==> src/rtl/acg_pkg.sv <==
package acg_pkg;
  localparam int unsigned WHOLE_W = 16;
  localparam int unsigned FRAC_W  = 16;
  localparam int unsigned BDIV_W  = 8;
  localparam int unsigned RDY_EDGES = 4;

  typedef struct packed {
    logic [FRAC_W-1:0]  frac;
    logic [WHOLE_W-1:0] whole;
  } ratio_word_t;
endpackage

==> src/rtl/acg_frac_div.sv <==
module acg_frac_div #(
  parameter int unsigned WHOLE_W = 16,
  parameter int unsigned FRAC_W  = 16
) (
  input  logic               clk_i,
  input  logic               rst_ni,
  input  logic               en_i,
  input  logic [WHOLE_W-1:0] whole_i,
  input  logic [FRAC_W-1:0]  frac_i,
  output logic               mclk_o,
  output logic               rise_o,
  output logic               toggle_o
);
  localparam logic [WHOLE_W-1:0] MIN_WHOLE = WHOLE_W'(2);
  localparam logic [WHOLE_W-1:0] ONE       = WHOLE_W'(1);

  logic               running_q;
  logic               level_q;
  logic [WHOLE_W-1:0] cnt_q;
  logic [FRAC_W-1:0]  acc_q;

  logic               too_small;
  logic [WHOLE_W-1:0] whole_eff;
  logic [FRAC_W-1:0]  frac_eff;
  logic [WHOLE_W-1:0] lo_len;
  logic [WHOLE_W-1:0] hi_base;
  logic [WHOLE_W-1:0] hi_len;
  logic [FRAC_W:0]    acc_sum;
  logic               carry;

  // clamp: a ratio below 2.0 becomes exactly 2.0
  always_comb begin
    too_small = (whole_i < MIN_WHOLE);
    whole_eff = too_small ? MIN_WHOLE : whole_i;
    frac_eff  = too_small ? '0 : frac_i;
    lo_len    = whole_eff >> 1;
    hi_base   = whole_eff - lo_len;
    acc_sum   = {1'b0, acc_q} + {1'b0, frac_eff};
    carry     = acc_sum[FRAC_W];
    hi_len    = hi_base + WHOLE_W'(carry);
  end

  assign toggle_o = running_q && en_i && (cnt_q == '0);
  assign rise_o   = toggle_o && !level_q;
  assign mclk_o   = level_q;

  always_ff @(posedge clk_i or negedge rst_ni) begin
    if (!rst_ni) begin
      running_q <= 1'b0;
      level_q   <= 1'b0;
      cnt_q     <= '0;
      acc_q     <= '0;
    end else if (!en_i) begin
      running_q <= 1'b0;
      level_q   <= 1'b0;
      cnt_q     <= '0;
      acc_q     <= '0;
    end else if (!running_q) begin
      running_q <= 1'b1;
      level_q   <= 1'b0;
      cnt_q     <= lo_len - ONE;
      acc_q     <= '0;
    end else if (cnt_q == '0) begin
      level_q <= ~level_q;
      if (!level_q) begin
        cnt_q <= hi_len - ONE;
        acc_q <= acc_sum[FRAC_W-1:0];
      end else begin
        cnt_q <= lo_len - ONE;
      end
    end else begin
      cnt_q <= cnt_q - ONE;
    end
  end

  p_stop_low_r5: assert property (@(posedge clk_i) disable iff (!rst_ni)
    !en_i |=> !mclk_o);

  p_toggle_moves_r3: assert property (@(posedge clk_i) disable iff (!rst_ni)
    toggle_o |=> (mclk_o != $past(mclk_o)));
endmodule

==> src/rtl/acg_int_div.sv <==
module acg_int_div #(
  parameter int unsigned DIV_W = 8
) (
  input  logic             clk_i,
  input  logic             rst_ni,
  input  logic             en_i,
  input  logic             tick_i,
  input  logic [DIV_W-1:0] div_i,
  output logic             bclk_o,
  output logic             toggle_o
);
  logic             level_q;
  logic [DIV_W-1:0] cnt_q;

  assign toggle_o = en_i && tick_i && (cnt_q == '0);
  assign bclk_o   = level_q;

  always_ff @(posedge clk_i or negedge rst_ni) begin
    if (!rst_ni) begin
      level_q <= 1'b0;
      cnt_q   <= '0;
    end else if (!en_i) begin
      level_q <= 1'b0;
      cnt_q   <= div_i;
    end else if (tick_i) begin
      if (cnt_q == '0) begin
        level_q <= ~level_q;
        cnt_q   <= div_i;
      end else begin
        cnt_q <= cnt_q - DIV_W'(1);
      end
    end
  end

  p_bclk_on_rise_r8: assert property (@(posedge clk_i) disable iff (!rst_ni)
    ($past(en_i) && (bclk_o != $past(bclk_o))) |-> $past(tick_i));
endmodule

==> src/rtl/acg_ready.sv <==
module acg_ready #(
  parameter int unsigned EDGES = 4
) (
  input  logic clk_i,
  input  logic rst_ni,
  input  logic en_i,
  input  logic edge_i,
  output logic rdy_o
);
  localparam int unsigned CW = $clog2(EDGES + 1);
  localparam logic [CW-1:0] TOP = CW'(EDGES);

  logic [CW-1:0] cnt_q;

  always_ff @(posedge clk_i or negedge rst_ni) begin
    if (!rst_ni) begin
      cnt_q <= '0;
    end else if (!en_i) begin
      cnt_q <= '0;
    end else if (edge_i && (cnt_q != TOP)) begin
      cnt_q <= cnt_q + CW'(1);
    end
  end

  assign rdy_o = en_i && (cnt_q == TOP);

  p_rdy_late_r6: assert property (@(posedge clk_i) disable iff (!rst_ni)
    rdy_o |-> $past(en_i));
endmodule

==> src/rtl/audio_clkgen.sv <==
module audio_clkgen
  import acg_pkg::*;
#(
  parameter int unsigned RATIO_W = WHOLE_W + FRAC_W,
  parameter int unsigned DIV_W   = BDIV_W,
  parameter int unsigned EDGES   = RDY_EDGES
) (
  input  logic               clk_i,
  input  logic               rst_ni,
  input  logic               mclk_en_i,
  input  logic               master_en_i,
  input  logic [RATIO_W-1:0] ratio_word_i,
  input  logic [DIV_W-1:0]   bclk_div_i,
  output logic               mclk_o,
  output logic               bclk_o,
  output logic               mclk_rdy_o,
  output logic               bclk_rdy_o
);
  localparam int unsigned NCLK = 2;

  ratio_word_t ratio;
  logic        mclk_rise;
  logic        mclk_tog;
  logic        bclk_tog;
  logic        bclk_en;
  logic [NCLK-1:0] rdy_en;
  logic [NCLK-1:0] rdy_edge;
  logic [NCLK-1:0] rdy_flag;

  assign ratio   = ratio_word_t'(ratio_word_i);
  assign bclk_en = master_en_i && mclk_en_i;

  acg_frac_div #(.WHOLE_W(WHOLE_W), .FRAC_W(FRAC_W)) u_mdiv (
    .clk_i    (clk_i),
    .rst_ni   (rst_ni),
    .en_i     (mclk_en_i),
    .whole_i  (ratio.whole),
    .frac_i   (ratio.frac),
    .mclk_o   (mclk_o),
    .rise_o   (mclk_rise),
    .toggle_o (mclk_tog)
  );

  acg_int_div #(.DIV_W(DIV_W)) u_bdiv (
    .clk_i    (clk_i),
    .rst_ni   (rst_ni),
    .en_i     (bclk_en),
    .tick_i   (mclk_rise),
    .div_i    (bclk_div_i),
    .bclk_o   (bclk_o),
    .toggle_o (bclk_tog)
  );

  assign rdy_en   = {bclk_en, mclk_en_i};
  assign rdy_edge = {bclk_tog, mclk_tog};

  for (genvar g = 0; g < NCLK; g++) begin : g_rdy
    acg_ready #(.EDGES(EDGES)) u_rdy (
      .clk_i  (clk_i),
      .rst_ni (rst_ni),
      .en_i   (rdy_en[g]),
      .edge_i (rdy_edge[g]),
      .rdy_o  (rdy_flag[g])
    );
  end

  assign mclk_rdy_o = rdy_flag[0];
  assign bclk_rdy_o = rdy_flag[1];

  p_bclk_under_mclk_r9: assert property (@(posedge clk_i) disable iff (!rst_ni)
    bclk_rdy_o |-> mclk_rdy_o);

  p_bclk_idle_r10: assert property (@(posedge clk_i) disable iff (!rst_ni)
    !mclk_en_i |=> !bclk_o);
endmodule

==> config.mk <==
export PLATFORM = sky130hd
export DESIGN_NAME = audio_clkgen
export DESIGN_NICKNAME = d
export VERILOG_FILES = /design/src/rtl/acg_pkg.sv /design/src/rtl/acg_frac_div.sv /design/src/rtl/acg_int_div.sv /design/src/rtl/acg_ready.sv /design/src/rtl/audio_clkgen.sv
export SDC_FILE = /design/constraint.sdc
export NUM_CORES = 1
export LEC_CHECK = 0
export CORE_MARGIN = 5
export CORE_UTILIZATION = 53
export CTS_CLUSTER_DIAMETER = 60
export DETAILED_ROUTE_END_ITERATION = 10
export PLACE_DENSITY = 0.78
export SLEW_MARGIN = 40
export SYNTH_ARGS = -nofsm -noshare
export SYNTH_HDL_FRONTEND = slang
export SYNTH_SLANG_ARGS = --single-unit
==> constraint.sdc <==
create_clock -name clk_i -period 4.1 [get_ports clk_i]
set_clock_uncertainty 0.2 [all_clocks]
set_input_delay 0.82 -clock clk_i [delete_from_list [all_inputs] [get_ports clk_i]]
set_output_delay 0.82 -clock clk_i [all_outputs]
set_load 0.01 [all_outputs]
* Yosys cells after proc, flatten, opt, wreduce, memory -nomap -nowiden
Cells that the tools add are included.
Cells by class: $lt $le $gt $ge 1, add/subtract/negate cells 9, reduce and logical (&&, ||, !) cells 15, equal/unequal tests 10, muxes and demuxes 24, bitwise logic cells 2
Operators by type and width (number):
- 16-bit 2-to-1 mux | 10
- 16-bit by 1-bit subtractor with 16-bit output, second input constant | 2
- 8-bit 2-to-1 mux | 3
- 16-bit by 16-bit adder with 17-bit output | 1
- 16-bit by 1-bit adder with 16-bit output | 1
- 16-bit logical NOT | 1
- 16-bit by 2-bit < comparator with 1-bit output, second input constant | 1
- 15-bit by 1-bit subtractor with 16-bit output, second input constant | 1
- 16-bit by 15-bit subtractor with 16-bit output | 1
- 3-bit 2-to-1 mux | 4
- 3-bit != test, second input constant | 4
- 1-bit logical AND | 10
- 8-bit logical NOT | 1
- 8-bit by 1-bit subtractor with 8-bit output, second input constant | 1
- 1-bit 2-to-1 mux | 7
- 3-bit by 1-bit adder with 3-bit output, second input constant | 2
- 3-bit equality test, second input constant | 2
- 2-bit != test, second input constant | 3
- 2-bit AND reduction | 2
- 2-bit by 1-bit != test with 1-bit output, second input constant | 1
- 1-bit inverter | 2
- 1-bit logical NOT | 1
Storage, ports and cells: word-level logic and storage cells 69, output and inout port bits 4, register bits 49

* Longest topological paths before layout
Gate-level depths: netlist (run 1).
depth after elaboration 9, gate-level depth with buffers 26

* Cells and area by module
A second synthesis (run 1) with hierarchy kept.
Unflattened totals: cell total of the unflattened synthesis 590, area total of the unflattened synthesis 4882.2 um^2
By module, submodules not included:
- acg_frac_div | area an instance 3912.5 um^2, sequential area each 850.8 um^2, instances 1, cells an instance 489
- acg_int_div | area an instance 583.1 um^2, sequential area each 225.2 um^2, instances 1, cells an instance 64
- acg_ready | area an instance 190.2 um^2, sequential area each 75.1 um^2, instances 2, cells an instance 18
- audio_clkgen | area an instance 6.3 um^2, sequential area each 0.0 um^2, instances 1, cells an instance 1

* Least setup slack after synthesis (run 1)
No wires, ideal clock.
path kind input to register, start point input ratio_word_i[14], end point register u_mdiv.cnt_q[8], setup slack -1491 ps, data required time 3768 ps, library setup time 132 ps, stages on the path 26, data arrival time 5259 ps, path through inv_1 ha_1 nor4b_1 nand4_1 clkbuf_1 and2_1 ha_1 inv_1 fa_1 nor2b_1 o21a_1 o21ai_0 a211o_1 a31oi_1 a21o_1 a21oi_1 fa_1 inv_1 fa_1 a21oi_1 or4_1 a31oi_1 xnor2_1 o22ai_1 a22oi_1 nor2_1
On the way: word-level cells in the longest chain between the ends 9
Ends and longest elaborated chain:
- start: declaration | line audio_clkgen.sv:12 | input logic [RATIO_W-1:0] ratio_word_i,
- 16-bit by 2-bit < comparator with 1-bit output * | line acg_frac_div.sv:33 | too_small = (whole_i < MIN_WHOLE);
- 16-bit 2-to-1 mux (on tied branches) | line acg_frac_div.sv:34, acg_frac_div.sv:35
- 16-bit by 15-bit subtractor with 16-bit output / 16-bit by 16-bit adder with 17-bit output (equally long branches) | line acg_frac_div.sv:37, acg_frac_div.sv:38
- 16-bit by 1-bit adder with 16-bit output | line acg_frac_div.sv:40 | hi_len = hi_base + WHOLE_W'(carry);
- 16-bit by 1-bit subtractor with 16-bit output | line acg_frac_div.sv:66 | cnt_q <= hi_len - ONE;
- 16-bit 2-to-1 mux | line acg_frac_div.sv:65 | if (!level_q) begin
- 16-bit 2-to-1 mux | line acg_frac_div.sv:63 | end else if (cnt_q == '0) begin
- 16-bit 2-to-1 mux * | line acg_frac_div.sv:58 | end else if (!running_q) begin
- 16-bit 2-to-1 mux * | line acg_frac_div.sv:53 | end else if (!en_i) begin
- end signal: assignment | line acg_frac_div.sv:61 | cnt_q <= lo_len - ONE;
- end signal: assignment | line acg_frac_div.sv:66
- end signal: assignment | line acg_frac_div.sv:69 | cnt_q <= lo_len - ONE;
- end: declaration | line acg_frac_div.sv:19 | logic [WHOLE_W-1:0] cnt_q;
Every way passes the cells marked *; elsewhere a longest branch is shown, timed or not. A chain may end at the register's enable or synchronous reset.

* Worst setup path after layout (run 1)
Ends and elaborated chain as after synthesis.

==> metrics.md, run 1 <==
| Metric | Value |
|---|---|
| Hold/Removal Path Class | register to register |
| Most Crowded Layer GR | met2 |
| Vias in the first global route | 5083 |
| Detailed Place HPWL | 10.12 mm |
| Count of buffer and inverter cells on the critical path | 5 |
| Die Wd | 105.5 um |
| GR Layer Usage met1 | 29.59% |
| Final count of negative-setup-slack endpoints | 16 |
| IO Port Bufs | 47 |
| Depth of the worst hold-timing path | 2 |
| Post-synthesis net count | 712 |
| Worst Setup End Kind | register |
| Top flip-flop cell by instance count after synthesis | sky130_fd_sc_hd__dfrtp_1 |
| Distinct cell type count after synthesis | 57 |
| Area Overhead vs Synth | 35.93% |
| Insertion delay to the later sink of the worst-skew pair | 0.30 ns |
| Cell type of the slowest stage on the worst timing path | sky130_fd_sc_hd__or4_4 |
| Max H-tree Level | 2 |
| Setup repair after global routing missed its margin | true |
| Clock transition at path regs | 0.10 ns |
| Kind of cell with the highest combined delay on the critical path | compound AO/OA/AOI/OAI gates |
| Highest-count cells in the layout ignoring fill and taps | 89 x sky130_fd_sc_hd__buf_4, 58 x sky130_fd_sc_hd__nand2_1, 51 x sky130_fd_sc_hd__ha_1, 50 x sky130_fd_sc_hd__nor2_1, 49 x sky130_fd_sc_hd__dfrtp_1 |
| Pin slew with the least headroom to its limit | 0.6853 ns |
| Initial standard-cell utilization of the core | 54.93% |
| Clock Sinks | 49 |
| Met3 layer usage reported by global route | 3.056% |
| Total congestion overflow | 0 |
| Met2 Usage GRT | 45.86% |
| Async set-or-reset flop fraction in the synthesized netlist | 100.0% |
| Antenna viol nets, final | 0 |
| TritonCTS Buffers | 5 |
| Cell area after synthesis | 4837 um2 |
| Routed wire length | 14.47 mm |
| Levels on crit path | 25 |
| Leakage Power | 2.974 nW |
| DIE AREA | 11140 um2 |
| Final worst slack | -1.085 ns |
| First-pass GRT wire length | 23.34 mm |
| Worst Setup Slack post-DPL | -1.961 ns |
| FF-to-FF path depth | 20 |
| Detailed-route wire length per cell | 17.31 um |
| Core region area | 8806 um2 |
| MaxCap Viol Count | 0 |
| Syn_area_per_cell | 7.982 um2 |
| Number of instances in the synthesized netlist | 606 |
| Detailed Routing Iterations Pass 1 | 5 |
| Share of the cycle needed by the critical path after routing | 126.5% |
| Required @ worst endpoint | 4.10 ns |
| Final routed DRC violation total | 0 |
| Number of rows in the core area | 34 |
| #FFs+latches synth | 49 |
| Total via count in the routed design | 5005 |
| Placer Congestion | 0.8774 |
| Final Hold Viols | 0 |
| Maximum clock frequency | 192.9 MHz |
| Antenna fix cells | 0 |
| Worst setup SP type | input pin |
| Delay contributed by the slowest stage of the critical path | 0.46 ns |
| Crit Path Class | input pin to register |
| Worst voltage drop across the vdd grid | 0.0001595 V |
| Post-route minimum period | 5.185 ns |
| Critical path fanouts, max | 6 |
| Areal power density over the cells | 210.1 nW/um2 |
| I/O pin count | 48 |
| Final net count | 833 |
| Clock tree buffer depth | 2 |
| Antenna violations before repair | 0 |
| Register area share after synthesis | 25.35% |
| All-Layer GR Usage | 24.95% |
| Most common library cell in the layout ignoring fill and taps | sky130_fd_sc_hd__buf_4 |
| Synthesis warning total | 0 |
| Worst slew slack as a fraction of its limit | 54.18% |
| Count of hold buffers inserted by post-cts repair | 0 |
| Result of the run | finished with violations |
| Clock root buffer | sky130_fd_sc_hd__clkbuf_8 |
| Data arrival at the endpoint of the critical path | 5.19 ns |
| Fillcell total | 622 |
| Overall power after layout | 1.381 mW |
| Routed via count divided by cell count | 5.987 |
| TritonCTS clock tree | built |
| Pin count of the biggest net entering global routing | 28 |
| Violated checks | negative setup slack |
| Ratio of cells with drive above 1 in the final layout | 24.73% |
| Die height | 105.5 um |
| Number of flops mapped to enable cells by yosys | 0 |
| Initial DRC count | 335 |
| Max-slew violation total from the final report | 0 |
## timing repair
| item | in CTS | in global routing |
|---|---|---|
| resized for setup | 81 | 17 |
| buffers inserted | 14 | 10 |
| endpoints found under the hold margin | 0 | 0 |
| endpoints found under the setup margin | 22 | 17 |
| pin swaps | 62 | 39 |
## cells by family after synthesis
| logic type | after synthesis | share of synthesized area (%) |
|---|---|---|
| and+or+nand+nor | 217 | 22.37 |
| muxes | 3 | 0.6208 |
| DFF | 49 | 25.35 |
| AOI/OAI and AO/OA | 153 | 20.18 |
| buffers and inverters | 72 | 5.923 |
| xor gates and xnor gates | 50 | 9.053 |
| adders and majority gates | 62 | 16.50 |
## worst register-to-register path: cells and delay by family (launching register included)
family	cells	cell delay [ns]
compound gates	10	1.56
fa+ha+maj	4	1.07
simple gates	3	0.64
flops	1	0.40
xor+xnor	1	0.14
buf+inv	2	0.10
## cell type report
type / count / area (um2) / share of cell area, %
clock buffers: 6 / 82.58 / 1.256
well taps: 108 / 135.1 / 2.055
inverters: 42 / 182.7 / 2.778
flip-flops and latches: 49 / 1226 / 18.65
multi-input cells: 485 / 3712 / 56.46
clock inverters: 2 / 13.76 / 0.2093
repair buffers: 144 / 1222 / 18.59
## per-layer routing
| layer | part of all wire [%] | routed length (um) | vias to the layer above |
|---|---|---|---|
| met5 | 0 | 0 | - |
| li1 | - | - | 2357 |
| met2 | 52 | 7519 | 213 |
| met4 | 3.5 | 510 | 0 |
| met1 | 39 | 5709 | 2391 |
| met3 | 5.0 | 728 | 44 |
## registers in the layout (all words and copies together), names as in the netlist
name / flops
u_mdiv.acc_q: 16
u_mdiv.mclk_o: 1
u_bdiv.bclk_o: 1
u_mdiv.cnt_q: 16
g_rdy.u_rdy.cnt_q: 6
u_mdiv.running_q: 1
u_bdiv.cnt_q: 8
## synth_stat cells, types with 9 or more instances
| cell type | n | area share [%] |
|---|---|---|
| sky130_fd_sc_hd__nand2_1 | 60 | 4.7 |
| sky130_fd_sc_hd__ha_1 | 59 | 15 |
| sky130_fd_sc_hd__nor2_1 | 51 | 4.0 |
| sky130_fd_sc_hd__dfrtp_1 | 49 | 25 |
| sky130_fd_sc_hd__a21oi_1 | 46 | 4.8 |
| sky130_fd_sc_hd__inv_1 | 42 | 3.3 |
| sky130_fd_sc_hd__xnor2_1 | 35 | 6.3 |
| sky130_fd_sc_hd__o21ai_0 | 32 | 3.3 |
| sky130_fd_sc_hd__clkbuf_1 | 27 | 2.1 |
| sky130_fd_sc_hd__nor3_1 | 22 | 2.3 |
| sky130_fd_sc_hd__and2_1 | 17 | 2.2 |
| sky130_fd_sc_hd__xor2_1 | 15 | 2.7 |
| sky130_fd_sc_hd__nand3_1 | 14 | 1.4 |
| sky130_fd_sc_hd__a211oi_1 | 13 | 2.0 |
| sky130_fd_sc_hd__or3_1 | 9 | 1.2 |
## path summary, 6_finish.rpt
path	from	slack [ns]	to
setup / recovery	ratio_word_i[14]	-1.08	u_mdiv.cnt_q[8]$_DFF_PN0_
hold / removal	u_bdiv.cnt_q[7]$_DFFE_PN0P_	0.32	u_bdiv.cnt_q[7]$_DFFE_PN0P_
setup reg to reg	u_mdiv.acc_q[0]$_DFFE_PN0P_	-0.10	u_mdiv.cnt_q[8]$_DFF_PN0_
hold reg to reg	u_bdiv.cnt_q[7]$_DFFE_PN0P_	0.32	u_bdiv.cnt_q[7]$_DFFE_PN0P_
max in group asynchronous	rst_ni	2.58	u_mdiv.cnt_q[15]$_DFF_PN0_
min in group asynchronous	rst_ni	0.34	u_mdiv.mclk_o$_DFFE_PN0P_
## where the power goes
| part | leakage (nW) | total, mW | internal, mW | switching (mW) |
|---|---|---|---|---|
| sequential | 0.650 | 0.540 | 0.510 | 0.0305 |
| clock | 0.0512 | 0.310 | 0.137 | 0.172 |
| combinational | 2.27 | 0.531 | 0.253 | 0.278 |
| total | 2.97 | 1.38 | 0.900 | 0.481 |
## through the flow
| stage | hold WS, ns | instance area, um2 | instances | setup TNS, ns | utilization, % |
|---|---|---|---|---|---|
| after floorplan | 0.2666 | 4959 | 606 | -11.61 | - |
| after global placement | 0.2862 | 5977 | 804 | -26.95 | 67.87 |
| after detailed placement | 0.2960 | 5981 | 804 | -29.70 | 67.92 |
| after CTS | 0.3200 | 6419 | 826 | -10.39 | 72.89 |
| after global routing | 0.3601 | 6575 | 836 | -15.79 | 74.67 |
| final | 0.3208 | 6575 | 836 | -12.58 | 74.67 |
(Power assumes the default switching activity.)
==> inputs of run 2 (changes only) <==
CORE_UTILIZATION = 40   (was 53)
PLACE_DENSITY = 0.59   (was 0.78)
clock period = 6.4 ns   (was 4.1 ns; I/O delays follow)
==> metrics.md, run 2 (synthesized netlist as in run 1, its figures left out) <==
| Metric | Value |
|---|---|
| Required @ worst endpoint | 6.36 ns (+2.26 ns) |
| Fillcell total | 1127 (+81%) |
| Clock Sinks | 49 (unchanged) |
| Final count of negative-setup-slack endpoints | 0 (-16) |
| Area occupied by registers | 1226 um2 (unchanged) |
| Clock root buffer | sky130_fd_sc_hd__clkbuf_16 |
| Detailed-route wire length per cell | 15.34 um (-11%) |
| Cell total after placement | 819 (+1.9%) |
| Worst Hold Launch | u_mdiv.acc_q[9]$_DFFE_PN0P_ |
| Result of the run | complete, no violations |
| Top Registers | u_mdiv.acc_q: 16 flops, u_mdiv.cnt_q: 16 flops, u_bdiv.cnt_q: 8 flops |
| Metal1 wirelength | 5.819 mm (+1.9%) |
| Overall power after layout | 906.2 uW (-34%) |
| Worst slew slack as a fraction of its limit | 51.09% (-3.1 points) |
| Routed via count divided by cell count | 5.372 (-10%) |
| Crit Path Class | input pin to register |
| Worst voltage drop across the vdd grid | 0.00009555 V (-40%) |
| Most common library cell in the layout ignoring fill and taps | sky130_fd_sc_hd__nand2_1 |
| Pin slew with the least headroom to its limit | 0.7317 ns (+0.04635 ns) |
| Maximum clock frequency | 164.2 MHz |
| Area Overhead vs Synth | 24.06% |
| Post-route minimum period | 6.092 ns |
| Clock tree buffer depth | 2 (unchanged) |
| Routed wire length | 12.74 mm (-12%) |
| Startpoint of the worst-slack reg-to-reg timing path | u_mdiv.acc_q[0]$_DFFE_PN0P_ |
| Max H-tree Level | 2 (unchanged) |
| Core region area | 11910 um2 (+35%) |
| Pin count of the biggest net entering global routing | 50 (+79%) |
| Finished layout cell area | 6001 um2 (-8.7%) |
| Leakage Power | 2.678 nW (-9.9%) |
| Total area of multi-input combinational cells | 3417 um2 (-8.0%) |
| Worst Setup End Kind | register |
| DIE AREA | 14390 um2 (+29%) |
| Insertion delay to the later sink of the worst-skew pair | 0.29 ns (about the same) |
| Initial DRC count | 242 (-28%) |
| Total congestion overflow | 0 (unchanged) |
| Slack of the worst reg-to-reg path | 2.10 ns (+2.20 ns) |
| Detailed Routing Iterations Pass 1 | 5 (unchanged) |
| Final net count | 789 (-5.3%) |
| Final Hold Viols | 0 (unchanged) |
| TritonCTS clock tree | built |
| Final-layout setup total negative slack | 0 ns (+12.58 ns) |
| Antenna violations before repair | 0 (unchanged) |
| DR WL met3 | 448 um (-38%) |
| Antenna viol nets, final | 0 (unchanged) |
| Final routed DRC violation total | 0 (unchanged) |
| Share of the cycle needed by the critical path after routing | 95.18% |
| Die height | 120.0 um (+14%) |
| Clock transition at path regs | 0.07 ns (-0.03 ns) |
| All-Layer GR Usage | 17.68% (-7.3 points) |
| Placer Congestion | 0.8711 (-0.72%) |
| Antenna fix cells | 0 (unchanged) |
| Areal power density over the cells | 151.0 nW/um2 (-28%) |
| Detailed Place HPWL | 9.717 mm (-4.0%) |
| Final core utilization | 50.38% (-24 points) |
| Total via count in the routed design | 4459 (-11%) |
| I/O pin count | 48 (unchanged) |
| Top sig layer | met4 |
| Vias in the first global route | 4491 (-12%) |
| Critical path fanouts, max | 4 (-2) |
| Die Wd | 120.0 um (+14%) |
| Met2 Routed Length | 6.330 mm (-16%) |
| Highest-count cells in the layout ignoring fill and taps | 60 x sky130_fd_sc_hd__nand2_1, 57 x sky130_fd_sc_hd__ha_1, 51 x sky130_fd_sc_hd__nor2_1, 51 x sky130_fd_sc_hd__buf_4, 49 x sky130_fd_sc_hd__dfrtp_1 |
| MaxCap Viol Count | 0 (unchanged) |
| IO Port Bufs | 47 (unchanged) |
| Initial standard-cell utilization of the core | 40.61% (-14 points) |
| Ratio of cells with drive above 1 in the final layout | 13.62% (-11 points) |
| Source of the critical timing path | ratio_word_i[12] |
| Data arrival at the endpoint of the critical path | 6.05 ns (+0.86 ns) |
| Max-slew violation total from the final report | 0 (unchanged) |
| TritonCTS Buffers | 5 (unchanged) |
| Hold/Removal Path Class | register to register |
| First-pass GRT wire length | 21.09 mm (-9.6%) |
| Placed cell areas | 5729 um2 (-4.2%) |
| Number of rows in the core area | 40 (+18%) |
| Worst setup SP type | input pin |
| Final instance count without filler cells | 830 (-0.72%) |
==> run 2: changes by cell type in the layout (fill, tap and decap cells not counted), moves of 5 or more <==
| cell | before | now |
|---|---|---|
| sky130_fd_sc_hd__and2_1 | 9 | 16 |
| sky130_fd_sc_hd__and2_4 | 8 | 1 |
| sky130_fd_sc_hd__buf_4 | 89 | 51 |
| sky130_fd_sc_hd__buf_6 | 8 | 1 |
| sky130_fd_sc_hd__clkbuf_16 | 0 | 5 |
| sky130_fd_sc_hd__clkbuf_8 | 6 | 1 |
| sky130_fd_sc_hd__clkdlybuf4s50_1 | 31 | 44 |
| sky130_fd_sc_hd__dlygate4sd2_1 | 9 | 0 |
| sky130_fd_sc_hd__ha_1 | 51 | 57 |
| sky130_fd_sc_hd__ha_4 | 8 | 0 |
==> run 2: path summary, 6_finish.rpt <==
check	to	depth (start not counted)
min	u_mdiv.acc_q[9]$_DFFE_PN0P_	2
min reg2reg	u_mdiv.acc_q[9]$_DFFE_PN0P_	2
min in group asynchronous	u_mdiv.acc_q[6]$_DFFE_PN0P_	2
max	u_mdiv.cnt_q[8]$_DFF_PN0_	26
max reg2reg	u_mdiv.cnt_q[8]$_DFF_PN0_	20
max in group asynchronous	u_bdiv.cnt_q[5]$_DFFE_PN0P_	2
==> run 2: area by class of cell <==
cell class                 count  area share [%]
clock buffer                   6           2.314
clock inverter                 1          0.1251
inverter                      42           2.627
multi-input combinational    485           56.94
sequential                    49           20.43
tap                          147           3.065
timing repair buffer         100           14.49
==> run 2: where the power goes <==
part | leakage (nW) | internal (mW) | switching, mW
clock network | 0.0690 | 0.154 | 0.120
registers | 0.650 | 0.327 | 0.0192
logic | 1.96 | 0.134 | 0.153
==> run 2: through the flow <==
| step | setup slack (ns) | hold WS, ns |
|---|---|---|
| finish | 0.3085 | 0.3042 |
| global route | -0.02635 | 0.3300 |
| CTS | 0.02395 | 0.3092 |
| detailed placement | -0.3900 | 0.2940 |
| global placement | -0.1975 | 0.2911 |
| floorplan | 0.3494 | 0.2666 |
==> run 2: worst max-delay path: stages <==
cell	delay (ns)
sky130_fd_sc_hd__clkdlybuf4s50_1	0.54
sky130_fd_sc_hd__nor4b_2	0.07
sky130_fd_sc_hd__buf_4	0.14
sky130_fd_sc_hd__nand4_1	0.15
sky130_fd_sc_hd__buf_6	0.14
sky130_fd_sc_hd__and2_4	0.13
sky130_fd_sc_hd__ha_2	0.16
sky130_fd_sc_hd__inv_1	0.06
sky130_fd_sc_hd__fa_2	0.39
sky130_fd_sc_hd__nor2b_1	0.12
sky130_fd_sc_hd__o21a_1	0.17
sky130_fd_sc_hd__o21ai_2	0.07
sky130_fd_sc_hd__a211o_1	0.34
sky130_fd_sc_hd__a31oi_4	0.20
sky130_fd_sc_hd__a21o_1	0.15
sky130_fd_sc_hd__a21oi_2	0.06
sky130_fd_sc_hd__fa_2	0.37
sky130_fd_sc_hd__inv_2	0.08
sky130_fd_sc_hd__fa_2	0.21
sky130_fd_sc_hd__a21oi_2	0.06
sky130_fd_sc_hd__or4_4	0.50
sky130_fd_sc_hd__a31oi_4	0.20
sky130_fd_sc_hd__xnor2_1	0.13
sky130_fd_sc_hd__o22ai_1	0.08
sky130_fd_sc_hd__a22oi_1	0.19
sky130_fd_sc_hd__nor2_1	0.06
==> run 2: what timing repair did <==
action,CTS,global route
resized for setup,3,24
setup endpoints to repair,2,9
pin swaps,1,14
hold buffers,0,0
cloned,0,1
buffers inserted,0,3
==> run 2: metal layers <==
metal | up-vias | global-route usage (%)
met3 | 11 | 2.121
met1 | 2088 | 22.46
met5 | - | 0
met2 | 92 | 31.51
li1 | 2268 | -
met4 | 0 | 4.868
==> inputs of run 3 (changes only) <==
CTS_BUF_LIST = sky130_fd_sc_hd__clkbuf_4 sky130_fd_sc_hd__clkbuf_8 sky130_fd_sc_hd__clkbuf_16   (was default)
REMOVE_ABC_BUFFERS = 1   (was default)
==> metrics.md, run 3 (synthesized netlist as in run 1, its figures left out) <==
| Metric | Value |
|---|---|
| Result of the run | complete, no violations |
| Slack of the worst reg-to-reg path | 2.17 ns (+0.07 ns) |
| Final-layout setup total negative slack | 0 ns (unchanged) |
| Most common library cell in the layout ignoring fill and taps | sky130_fd_sc_hd__nand2_1 |
| First-pass GRT wire length | 20.91 mm (-0.85%) |
| IO Port Bufs | 47 (unchanged) |
| Source of the critical timing path | ratio_word_i[9] |
| Die Wd | 120.0 um (unchanged) |
| Antenna violations before repair | 1 (+1) |
| Clock tree buffer depth | 2 (unchanged) |
| Number of rows in the core area | 40 (unchanged) |
| Area Overhead vs Synth | 25.81% |
| Max-slew violation total from the final report | 0 (unchanged) |
| Final instance count without filler cells | 835 (+0.60%) |
| End of the worst register-to-register path | u_mdiv.cnt_q[8]$_DFF_PN0_ |
| Detailed Routing Iterations Pass 1 | 4 (-1) |
| Clock Sinks | 49 (unchanged) |
| Data arrival at the endpoint of the critical path | 5.97 ns (-0.08 ns) |
| Leakage Power | 2.722 nW (+1.6%) |
| Antenna fix cells | 0 (unchanged) |
| Detailed-route wire length per cell | 15.13 um (-1.4%) |
| Worst voltage drop across the vdd grid | 0.0001163 V (+22%) |
| Maximum clock frequency | 166.5 MHz (+1.4%) |
| Top Registers | u_mdiv.acc_q: 16 flops, u_mdiv.cnt_q: 16 flops, u_bdiv.cnt_q: 8 flops |
| Pin slew with the least headroom to its limit | 0.7007 ns (-0.03098 ns) |
| I/O pin count | 48 (unchanged) |
| Total via count in the routed design | 4470 (+0.25%) |
| Routed wire length | 12.63 mm (-0.82%) |
| Fillcell total | 1161 (+3.0%) |
| Core region area | 11910 um2 (unchanged) |
| Final routed DRC violation total | 0 (unchanged) |
| Initial DRC count | 308 (+27%) |
| Vias in the first global route | 4507 (+0.36%) |
| Ratio of cells with drive above 1 in the final layout | 15.41% (+1.8 points) |
| Startpoint of the worst-slack reg-to-reg timing path | u_mdiv.acc_q[0]$_DFFE_PN0P_ |
| Crit Path Class | input pin to register |
| Count of hold buffers inserted by post-cts repair | 0 (unchanged) |
| Hold/Removal Path Class | register to register |
| Setup repair after global routing missed its margin | false |
| Worst Setup End Kind | register |
| Insertion delay to the later sink of the worst-skew pair | 0.30 ns (about the same) |
| Final Hold Viols | 0 (unchanged) |
| Share of the cycle needed by the critical path after routing | 93.86% (-1.3 points) |
| Area occupied by registers | 1226 um2 (unchanged) |
| Clock root buffer | sky130_fd_sc_hd__clkbuf_16 |
| Highest-count cells in the layout ignoring fill and taps | 60 x sky130_fd_sc_hd__nand2_1, 57 x sky130_fd_sc_hd__ha_1, 55 x sky130_fd_sc_hd__buf_4, 51 x sky130_fd_sc_hd__nor2_1, 49 x sky130_fd_sc_hd__dfrtp_1 |
| Critical path capture point | u_mdiv.cnt_q[8]$_DFF_PN0_ |
| Worst slew slack as a fraction of its limit | 53.16% (+2.1 points) |
| Antenna viol nets, final | 0 (unchanged) |
| Final-layout worst hold slack | 0.3113 ns (+0.007022 ns) |
| Clock transition at path regs | 0.07 ns (about the same) |
| Max H-tree Level | 2 (unchanged) |
| Total congestion overflow | 0 (unchanged) |
| MaxCap Viol Count | 0 (unchanged) |
| Initial standard-cell utilization of the core | 40.61% (unchanged) |
| Routed via count divided by cell count | 5.353 (-0.35%) |
| Total area of multi-input combinational cells | 3457 um2 (+1.2%) |
| Detailed Place HPWL | 9.551 mm (-1.7%) |
| TritonCTS clock tree | built |
| Required @ worst endpoint | 6.37 ns (about the same) |
| Die height | 120.0 um (unchanged) |
| DIE AREA | 14390 um2 (unchanged) |
| Cell total after placement | 823 (+0.49%) |
| Final net count | 794 (+0.63%) |
| Post-route minimum period | 6.007 ns (-0.08454 ns) |
| All-Layer GR Usage | 17.42% (-0.26 points) |
| Critical path fanouts, max | 5 (+1) |
| Pin count of the biggest net entering global routing | 50 (unchanged) |
| Areal power density over the cells | 148.6 nW/um2 (-1.6%) |
| Worst setup SP type | input pin |
| FF-to-FF path depth | 20 (unchanged) |
| TritonCTS Buffers | 5 (unchanged) |
| Final count of negative-setup-slack endpoints | 0 (unchanged) |
| Placer Congestion | 0.8525 (-2.1%) |
run 3: layer usage:
metal / track usage, % / vias to the layer above / routed length [um]
met5: 0 / - / 7
met4: 5.583 / 2 / 283
met3: 2.356 / 21 / 384
met2: 30.28 / 77 / 6142
met1: 22.29 / 2091 / 5812
li1: - / 2279 / -
run 3: final cells by class:
cell class	instances	area share, %
Clock buffer	6	2.179
Multi-Input combinational cell	485	56.81
Inverter	42	2.590
Tap cell	147	3.022
Clock inverter	1	0.1439
Timing Repair Buffer	105	15.11
Sequential cell	49	20.15
run 3: worst min-delay path by stage:
stage	from	endpoint	slack, ns	cells past startpoint
after detailed placement	u_mdiv.acc_q[9]$_DFFE_PN0P_	u_mdiv.acc_q[9]$_DFFE_PN0P_	0.30	2
after floorplan	u_mdiv.acc_q[9]$_DFFE_PN0P_	u_mdiv.acc_q[9]$_DFFE_PN0P_	0.27	2
after global placement	u_mdiv.acc_q[9]$_DFFE_PN0P_	u_mdiv.acc_q[9]$_DFFE_PN0P_	0.28	2
final	u_mdiv.acc_q[9]$_DFFE_PN0P_	u_mdiv.acc_q[9]$_DFFE_PN0P_	0.31	2
after global routing	u_mdiv.acc_q[13]$_DFFE_PN0P_	u_mdiv.acc_q[13]$_DFFE_PN0P_	0.34	2
after CTS	u_mdiv.acc_q[9]$_DFFE_PN0P_	u_mdiv.acc_q[9]$_DFFE_PN0P_	0.31	2
run 3: worst max-delay path, cell delays in order:
cell	delay, ns
sky130_fd_sc_hd__clkdlybuf4s50_1	0.43
sky130_fd_sc_hd__nor4_1	0.28
sky130_fd_sc_hd__buf_4	0.17
sky130_fd_sc_hd__nand4_1	0.13
sky130_fd_sc_hd__buf_6	0.18
sky130_fd_sc_hd__buf_12	0.12
sky130_fd_sc_hd__buf_4	0.13
sky130_fd_sc_hd__and2_1	0.15
sky130_fd_sc_hd__ha_1	0.31
sky130_fd_sc_hd__o211ai_1	0.12
sky130_fd_sc_hd__and2_4	0.16
sky130_fd_sc_hd__a211o_1	0.27
sky130_fd_sc_hd__a31oi_4	0.21
sky130_fd_sc_hd__a21o_1	0.15
sky130_fd_sc_hd__a21oi_2	0.07
sky130_fd_sc_hd__fa_2	0.36
sky130_fd_sc_hd__inv_2	0.07
sky130_fd_sc_hd__fa_2	0.21
sky130_fd_sc_hd__a21oi_2	0.07
sky130_fd_sc_hd__or4_4	0.50
sky130_fd_sc_hd__a31oi_4	0.15
sky130_fd_sc_hd__xnor2_1	0.13
sky130_fd_sc_hd__o22ai_1	0.08
sky130_fd_sc_hd__a22oi_1	0.18
sky130_fd_sc_hd__nor2_1	0.06
run 3: timing repair:
item / CTS / global route
setup endpoints to repair: 2 / 11
gates cloned: 0 / 1
pin swaps: 0 / 15
resized for setup: 3 / 33
setup buffers: 0 / 4
run 3: stage by stage:
stage,utilization [%],setup slack (ns),power (mW),instance area (um2)
after detailed placement,48.35,-0.3816,0.6290,5759
after floorplan,-,0.3515,0.5257,4708
after global routing,51.09,0.1092,0.9575,6086
final,51.09,0.3930,0.9043,6086
after global placement,48.32,-0.2480,0.6240,5756
after CTS,49.62,0.02157,0.8996,5911
run 3: where the power goes:
part	internal (mW)	total, mW	switching, mW
clock	0.148	0.266	0.118
combinational	0.138	0.292	0.154
sequential	0.327	0.346	0.0192
total	0.613	0.904	0.292
